File: src/rtl/svd_pkg.sv
package svd_pkg;

  localparam real SVD_PI = 3.14159265358979323846;

  // Fixed-point value of sin(j*60deg/steps)/sin(60deg), rounded to nearest.
  function automatic int svd_sin_norm(input int j, input int steps, input int frac_w);
    real ang;
    real ratio;
    ang   = (real'(j) * SVD_PI) / (3.0 * real'(steps));
    ratio = $sin(ang) / $sin(SVD_PI / 3.0);
    return $rtoi(ratio * real'(longint'(1) << frac_w) + 0.5);
  endfunction

endpackage

File: src/rtl/svd_phase_acc.sv
module svd_phase_acc #(
  parameter int SUB_W = 12
) (
  input  logic             clk,
  input  logic             rst_n,
  input  logic             step_en,
  input  logic [SUB_W+2:0] freq_word,
  output logic [SUB_W+2:0] phase_q
);
  localparam int          PH_W = SUB_W + 3;
  localparam logic [PH_W:0] MODULUS = (PH_W + 1)'(6) << SUB_W;

  logic [PH_W:0]   step_x;
  logic [PH_W:0]   sum_x;
  logic [PH_W-1:0] phase_d;

  always_comb begin
    step_x = {1'b0, freq_word};
    if (step_x >= MODULUS) step_x = step_x - MODULUS;
    sum_x = {1'b0, phase_q} + step_x;
    if (sum_x >= MODULUS) sum_x = sum_x - MODULUS;
    phase_d = step_en ? sum_x[PH_W-1:0] : phase_q;
  end

  always_ff @(posedge clk or negedge rst_n) begin
    if (!rst_n) phase_q <= '0;
    else        phase_q <= phase_d;
  end
endmodule

File: src/rtl/svd_sine_rom.sv
module svd_sine_rom
  import svd_pkg::*;
#(
  parameter int IDX_W  = 5,
  parameter int FRAC_W = 14
) (
  input  logic [IDX_W:0]  idx_a,
  input  logic [IDX_W:0]  idx_b,
  output logic [FRAC_W:0] val_a,
  output logic [FRAC_W:0] val_b
);
  localparam int STEPS = 1 << IDX_W;
  localparam int DEPTH = STEPS + 1;

  logic [FRAC_W:0] rom [DEPTH];

  for (genvar j = 0; j < DEPTH; j++) begin : g_entry
    assign rom[j] = (FRAC_W + 1)'(svd_sin_norm(j, STEPS, FRAC_W));
  end

  assign val_a = rom[idx_a];
  assign val_b = rom[idx_b];
endmodule

File: src/rtl/svd_dwell_mul.sv
module svd_dwell_mul #(
  parameter int TS_W   = 16,
  parameter int AMP_W  = 12,
  parameter int FRAC_W = 14
) (
  input  logic              clk,
  input  logic              rst_n,
  input  logic              in_vld,
  input  logic [2:0]        in_sector,
  input  logic [TS_W-1:0]   in_half,
  input  logic [AMP_W-1:0]  in_amp,
  input  logic [FRAC_W:0]   n_t1,
  input  logic [FRAC_W:0]   n_t2,
  output logic              out_vld,
  output logic [2:0]        out_sector,
  output logic [TS_W-1:0]   out_half,
  output logic [TS_W-1:0]   out_t1,
  output logic [TS_W-1:0]   out_t2
);
  localparam int PW = TS_W + AMP_W + FRAC_W + 1;
  localparam int SH = AMP_W + FRAC_W;

  logic [PW-1:0]   prod1;
  logic [PW-1:0]   prod2;
  logic [2:0]      sector_d;
  logic [TS_W-1:0] half_d;
  logic [TS_W-1:0] t1_d;
  logic [TS_W-1:0] t2_d;

  always_comb begin
    prod1    = PW'(in_half) * PW'(in_amp) * PW'(n_t1);
    prod2    = PW'(in_half) * PW'(in_amp) * PW'(n_t2);
    sector_d = out_sector;
    half_d   = out_half;
    t1_d     = out_t1;
    t2_d     = out_t2;
    if (in_vld) begin
      sector_d = in_sector;
      half_d   = in_half;
      t1_d     = TS_W'(prod1 >> SH);
      t2_d     = TS_W'(prod2 >> SH);
    end
  end

  always_ff @(posedge clk or negedge rst_n) begin
    if (!rst_n) begin
      out_vld    <= 1'b0;
      out_sector <= '0;
      out_half   <= '0;
      out_t1     <= '0;
      out_t2     <= '0;
    end else begin
      out_vld    <= in_vld;
      out_sector <= sector_d;
      out_half   <= half_d;
      out_t1     <= t1_d;
      out_t2     <= t2_d;
    end
  end
endmodule

File: src/rtl/svd_dwell_calc.sv
module svd_dwell_calc #(
  parameter int SUB_W  = 12,
  parameter int IDX_W  = 5,
  parameter int FRAC_W = 14,
  parameter int AMP_W  = 12,
  parameter int TS_W   = 16
) (
  input  logic             clk,
  input  logic             rst_n,
  input  logic             period_strobe,
  input  logic [SUB_W+2:0] freq_word,
  input  logic [AMP_W-1:0] amplitude,
  input  logic [TS_W-1:0]  half_period,
  output logic             result_valid,
  output logic [2:0]       sector,
  output logic [TS_W-1:0]  t1_dwell,
  output logic [TS_W-1:0]  t2_dwell,
  output logic [TS_W-1:0]  t0_dwell,
  output logic             saturated
);
  localparam int             PH_W    = SUB_W + 3;
  localparam logic [IDX_W:0] TOP_IDX = (IDX_W + 1)'(1) << IDX_W;

  logic [PH_W-1:0] phase_q;

  // stage 1: snapshot at the strobe
  logic             s1_vld;
  logic [2:0]       s1_sector, s1_sector_d;
  logic [IDX_W-1:0] s1_idx, s1_idx_d;
  logic [AMP_W-1:0] s1_amp, s1_amp_d;
  logic [TS_W-1:0]  s1_half, s1_half_d;

  logic [IDX_W:0]  idx_t1;
  logic [IDX_W:0]  idx_t2;
  logic [FRAC_W:0] n_t1;
  logic [FRAC_W:0] n_t2;

  // stage 2: products
  logic            m_vld;
  logic [2:0]      m_sector;
  logic [TS_W-1:0] m_half;
  logic [TS_W-1:0] m_t1;
  logic [TS_W-1:0] m_t2;

  // stage 3: outputs
  logic [TS_W:0]   sum_x;
  logic            sat_calc;
  logic [TS_W-1:0] t0_calc;
  logic [2:0]      sector_d;
  logic [TS_W-1:0] t1_d, t2_d, t0_d;
  logic            sat_d;

  svd_phase_acc #(.SUB_W(SUB_W)) u_acc (
    .clk       (clk),
    .rst_n     (rst_n),
    .step_en   (period_strobe),
    .freq_word (freq_word),
    .phase_q   (phase_q)
  );

  always_comb begin
    s1_sector_d = s1_sector;
    s1_idx_d    = s1_idx;
    s1_amp_d    = s1_amp;
    s1_half_d   = s1_half;
    if (period_strobe) begin
      s1_sector_d = phase_q[PH_W-1:SUB_W];
      s1_idx_d    = phase_q[SUB_W-1 -: IDX_W];
      s1_amp_d    = amplitude;
      s1_half_d   = half_period;
    end
  end

  always_ff @(posedge clk or negedge rst_n) begin
    if (!rst_n) begin
      s1_vld    <= 1'b0;
      s1_sector <= '0;
      s1_idx    <= '0;
      s1_amp    <= '0;
      s1_half   <= '0;
    end else begin
      s1_vld    <= period_strobe;
      s1_sector <= s1_sector_d;
      s1_idx    <= s1_idx_d;
      s1_amp    <= s1_amp_d;
      s1_half   <= s1_half_d;
    end
  end

  assign idx_t2 = {1'b0, s1_idx};
  assign idx_t1 = TOP_IDX - {1'b0, s1_idx};

  svd_sine_rom #(.IDX_W(IDX_W), .FRAC_W(FRAC_W)) u_rom (
    .idx_a (idx_t1),
    .idx_b (idx_t2),
    .val_a (n_t1),
    .val_b (n_t2)
  );

  svd_dwell_mul #(.TS_W(TS_W), .AMP_W(AMP_W), .FRAC_W(FRAC_W)) u_mul (
    .clk        (clk),
    .rst_n      (rst_n),
    .in_vld     (s1_vld),
    .in_sector  (s1_sector),
    .in_half    (s1_half),
    .in_amp     (s1_amp),
    .n_t1       (n_t1),
    .n_t2       (n_t2),
    .out_vld    (m_vld),
    .out_sector (m_sector),
    .out_half   (m_half),
    .out_t1     (m_t1),
    .out_t2     (m_t2)
  );

  always_comb begin
    sum_x    = {1'b0, m_t1} + {1'b0, m_t2};
    sat_calc = sum_x > {1'b0, m_half};
    t0_calc  = sat_calc ? '0 : (m_half - sum_x[TS_W-1:0]);
    sector_d = sector;
    t1_d     = t1_dwell;
    t2_d     = t2_dwell;
    t0_d     = t0_dwell;
    sat_d    = saturated;
    if (m_vld) begin
      sector_d = m_sector;
      t1_d     = m_t1;
      t2_d     = m_t2;
      t0_d     = t0_calc;
      sat_d    = sat_calc;
    end
  end

  always_ff @(posedge clk or negedge rst_n) begin
    if (!rst_n) begin
      result_valid <= 1'b0;
      sector       <= '0;
      t1_dwell     <= '0;
      t2_dwell     <= '0;
      t0_dwell     <= '0;
      saturated    <= 1'b0;
    end else begin
      result_valid <= m_vld;
      sector       <= sector_d;
      t1_dwell     <= t1_d;
      t2_dwell     <= t2_d;
      t0_dwell     <= t0_d;
      saturated    <= sat_d;
    end
  end
endmodule

File: config.mk
export PLATFORM = sky130hd
export DESIGN_NAME = svd_dwell_calc
export DESIGN_NICKNAME = d
export VERILOG_FILES = /design/src/rtl/svd_pkg.sv /design/src/rtl/svd_phase_acc.sv /design/src/rtl/svd_sine_rom.sv /design/src/rtl/svd_dwell_mul.sv /design/src/rtl/svd_dwell_calc.sv
export SDC_FILE = /design/constraint.sdc
export NUM_CORES = 2
export LEC_CHECK = 0
export ABC_AREA = 1
export BUFFER_PORTS_ARGS = -buffer_cell sky130_fd_sc_hd__buf_2
export CAP_MARGIN = 20
export CORE_ASPECT_RATIO = 0.8
export CORE_MARGIN = 10
export CORE_UTILIZATION = 45
export CTS_BUF_LIST = sky130_fd_sc_hd__clkbuf_16
export CTS_CLUSTER_DIAMETER = 120
export DETAILED_ROUTE_END_ITERATION = 16
export GPL_TIMING_DRIVEN = 1
export PLACE_DENSITY = 0.67
export SYNTH_ARGS = -nofsm -noshare
export SYNTH_HDL_FRONTEND = slang
export SYNTH_SLANG_ARGS = --single-unit
File: constraint.sdc
create_clock -name clk -period 15.5 [get_ports clk]
set_input_delay 3.1 -clock clk [delete_from_list [all_inputs] [get_ports clk]]
set_output_delay 3.1 -clock clk [all_outputs]
set_load 0.1 [all_outputs]
==> results.txt <==
The footprint of the multi-input gates is 32200 um^2. The hold violation total from the final report came out at 0. The number of global-route vias before repair is 35500. The biggest area contributor in the post-synthesis netlist is fa_1. Setup slack on the worst reg-to-reg path comes out at 3.79 ns. The proportion of netlist area held by the largest area contributor is 0.379. The count of boundary I/O pins came out at slightly below 100. The clock-pin slew on the worst setup and hold paths is 0.08 ns.

The highest fanout seen on the critical path came out at 22. Buffers placed on the I/O ports in this run total 98. Measured against its own limit, the worst slew margin works out to 0.220. The summed instance area of the synthesized netlist came out at around 41000 um^2. The slowest stage of the critical path is the nand2_1 cell.

The average instance area after synthesis came out at 7.79 um^2. The initial antenna violation count is 4. The destination of the worst register-to-register timing path is u_mul.out_t2[15]. The classification of the worst-slack hold path is flop to flop.

When the netlist entered floorplanning its net count stood at 6521. The share of the Yosys chip area taken by registers is 0.0947. The clock tree from TritonCTS is done.

The floorplan core area came out at 91300 um^2. The count of unique library cells instantiated by Yosys is 63. The startpoint type of the worst setup path is a flop.

The floorplan has 99 rows. The worst register-to-register path begins at s1_amp[3]. Across every metal layer, demand over resource in global routing totals 0.244.

The H-tree was split into 4 levels. CTS saw about 160 sinks. At the worst endpoint, the required time is 15.85 ns. The clock skew after layout came out at 0.0254 ns.

The count of cell instances traversed by the critical path came out at 41. The flip-flop and latch area came out at about 3900 um^2. The delay of the slowest critical-path stage came out at 0.86 ns. The total global routing overflow is 0. The endpoint of the worst hold path is t2_dwell[13].

Counting cells, the worst reg-to-reg path comes to 41. The aggregate routed wire length came out at 127000 um. The final sum of negative setup slack came out at 0 ns. In this run, synthesis inferred 0 flip-flops with an integrated enable. The pin slew with the least headroom to its limit is 1.17 ns. The total count of max-transition violations in the final report was 0.

The number of synthesized register bits is 157. The cell family contributing the most delay on the critical path is adder cells. The via count of the routed design came out at about 35000.

Setup repair after global routing left no endpoint under its margin. The global placement routability congestion is 0.963. The number of setup violations in the final report is 0.

The post-detailed-route wirelength per cell came out at 19.5 um. In the post-synthesis netlist, the biggest area contributors are fa_1 (38%), ha_1 (11%), nand2_1 (11%), inv_1 (11%), dfrtp_1 (9.5%). After clock tree synthesis, the repair step resized 0 gates. The filler cells instantiated in the layout total 8991. The number of warnings printed during yosys synthesis is 0. The startpoint-to-endpoint class of the critical path is flop to flop. The number of buffers inserted by hold repair at cts is 0. The die covers 105000 um^2.

The iteration count of the initial detailed-routing pass is 6. The layout-stage area growth over the synthesis result came out at 5.33%. In this run the horizontal extent of the chip is 359 um. By instance count, the cell type seen most on the critical path is fa_1. The number of buffers and inverters on the critical path came out at 7. The flow ran to the end, and the final reports show no timing, DRC or antenna violations.

Once the clock tree was built, the setup fixing pass inserted 0 buffers. The HPWL after detailed placement is just over 100000 um. In this run, the number of DRC markers left after iteration 0 of detailed routing was 3488. Based on the critical path, the design can be clocked at up to 85.4 MHz. The ratio of cells with drive above 1 in the final layout came out at 0.0593. For this run, the leading register cell type out of synthesis is dfrtp_1. STA puts the critical path data arrival time at 12.06 ns. The number of nets at the end of the flow is between 6000 and 7000. The first global-routing pass estimated 203000 um of wire.

The synthesized netlist cell count came out at 5321. The clock passes through at most 2 buffers. The minimum period implied by the final worst setup slack is 11.71 ns. The detailed-route DRC error count came out at 0. The max-cap check violation count is 0. Counting the buffers created by CTS gives 17. STA classifies the critical path endpoint as a flop. The worst hold path begins at t2_dwell[13]. Of the available clock period, the critical path in the final layout requires 0.755.

After detailed routing, the number of vias per cell comes to 5.34. The overall die height is 292 um. The count of nets left with antenna violations once routing finished came out at 0. The number of cells on the worst hold path came out at 2. The initial utilization of the core area, before any placement, comes to 0.454. Entering global routing, the biggest net connects 92 pins.

The clock latency at the later pin of the worst-skew pair is 0.51 ns. Clock tree synthesis selected as its root buffer the cell clkbuf_16. Of all flip-flops after synthesis, the portion carrying an async set or reset was 1.00.
## synth_stat cells, types with 10 or more instances
cell type,number
a21o_1,14
a21oi_1,176
a31oi_1,24
buf_1,10
buf_2,37
clkbuf_1,145
dfrtp_1,157
fa_1,786
ha_1,368
inv_1,1160
inv_2,30
nand2_1,1172
nand2_2,25
nand3_1,101
nand4_1,14
nor2_1,613
nor2_2,26
nor3_1,34
o211ai_1,14
o21a_1,26
o21ai_0,150
o21ai_1,24
or2_2,15
xnor2_1,30
xor2_1,41
## per-layer routing
| layer | wire length (um) | vias up | GRT usage |
|---|---|---|---|
| met4 | 3230 | 4 | 0.0668 |
| met3 | 13000 | 175 | 0.0613 |
| met5 | 25 | - | 0 |
| met2 | 53300 | 1591 | 0.358 |
| met1 | 57100 | 17300 | 0.355 |
| li1 | - | 15700 | - |
## worst max path at each step
stage | slack (ns) | from | endpoint
final | 3.79 | s1_amp[3] | u_mul.out_t2[15]
after global routing | 3.04 | s1_amp[4] | u_mul.out_t2[15]
after CTS | 3.80 | s1_amp[4] | u_mul.out_t2[10]
after detailed placement | 3.82 | s1_amp[4] | u_mul.out_t2[10]
after global placement | 3.98 | s1_amp[4] | u_mul.out_t2[10]
after floorplan | 5.39 | s1_amp[3] | u_mul.out_t2[10]
## sequential cells by signal (all words and copies together), names as in the netlist
name,flops
u_mul.out_sector,3
t1_dwell,16
u_mul.out_vld,1
s1_amp,12
t2_dwell,16
s1_half,16
u_acc.phase_q,15
s1_idx,5
u_mul.out_t1,16
saturated,1
u_mul.out_half,16
s1_sector,3
s1_vld,1
result_valid,1
t0_dwell,16
u_mul.out_t2,16
sector,3
## layout make-up
type | count | share of cell area
Inverter | 1201 | 0.103
Clock inverter | 15 | 0.00478
Sequential cell | 157 | 0.0900
Tap cell | 1212 | 0.0347
Clock buffer | 17 | 0.00974
Antenna cell | 4 | 0.000229
Timing Repair Buffer | 145 | 0.0207
Multi-Input combinational cell | 3756 | 0.737
## worst register-to-register path: cells and delay by family, from the launching register on
family	cells	cell delay [ns]
AO/OA/AOI/OAI	3	0.27
adder cells (fa/ha/maj)	13	6.29
AND/OR/NAND/NOR	18	3.85
buffers and inverters	7	0.38
flip-flops	1	0.80
## stage by stage
step	cells	hold slack (ns)	util	area [um^2]	worst slack, ns
global placement	6468	0.451	0.471	43000	3.98
finish	6507	0.473	0.478	43700	3.79
detailed placement	6469	0.457	0.471	43000	3.82
global route	6503	0.494	0.478	43700	3.04
CTS	6501	0.479	0.478	43600	3.80
floorplan	5321	0.352	-	41500	5.39
## cells in the final DEF, fill, tap and decap left out, drive strengths merged, types with 3 or more instances in the layout
| cell type | instances |
|---|---|
| nor4 | 8 |
| o21bai | 10 |
| nand3 | 106 |
| a21boi | 7 |
| a21o | 14 |
| o2111ai | 3 |
| inv | 1200 |
| or2 | 24 |
| clkinv | 16 |
| nand4 | 14 |
| dfrtp | 157 |
| a211oi | 9 |
| nand3b | 9 |
| nor2 | 642 |
| o21ai | 179 |
| a21oi | 178 |
| ha | 368 |
| fa | 786 |
| o31ai | 3 |
| o211ai | 14 |
| nand2 | 1203 |
| buf | 145 |
| a31oi | 24 |
| diode | 4 |
| xnor2 | 31 |
| clkbuf | 17 |
| o221ai | 3 |
| o311ai | 5 |
| nor3 | 34 |
| xor2 | 44 |
| o21a | 26 |
| o22ai | 3 |
## logic make-up after synthesis
| group | count (synthesis) | synth area share |
|---|---|---|
| buffers and inverters | 1408 | 0.131 |
| XOR/XNOR | 75 | 0.0168 |
| AND/OR/NAND/NOR | 2042 | 0.199 |
| adder cells (fa/ha/maj) | 1154 | 0.491 |
| AO/OA/AOI/OAI | 485 | 0.0683 |
| flip-flops | 157 | 0.0947 |
Power is not shown: default switching activity piles up to over one toggle a cycle in this logic, so the estimate is an artifact.
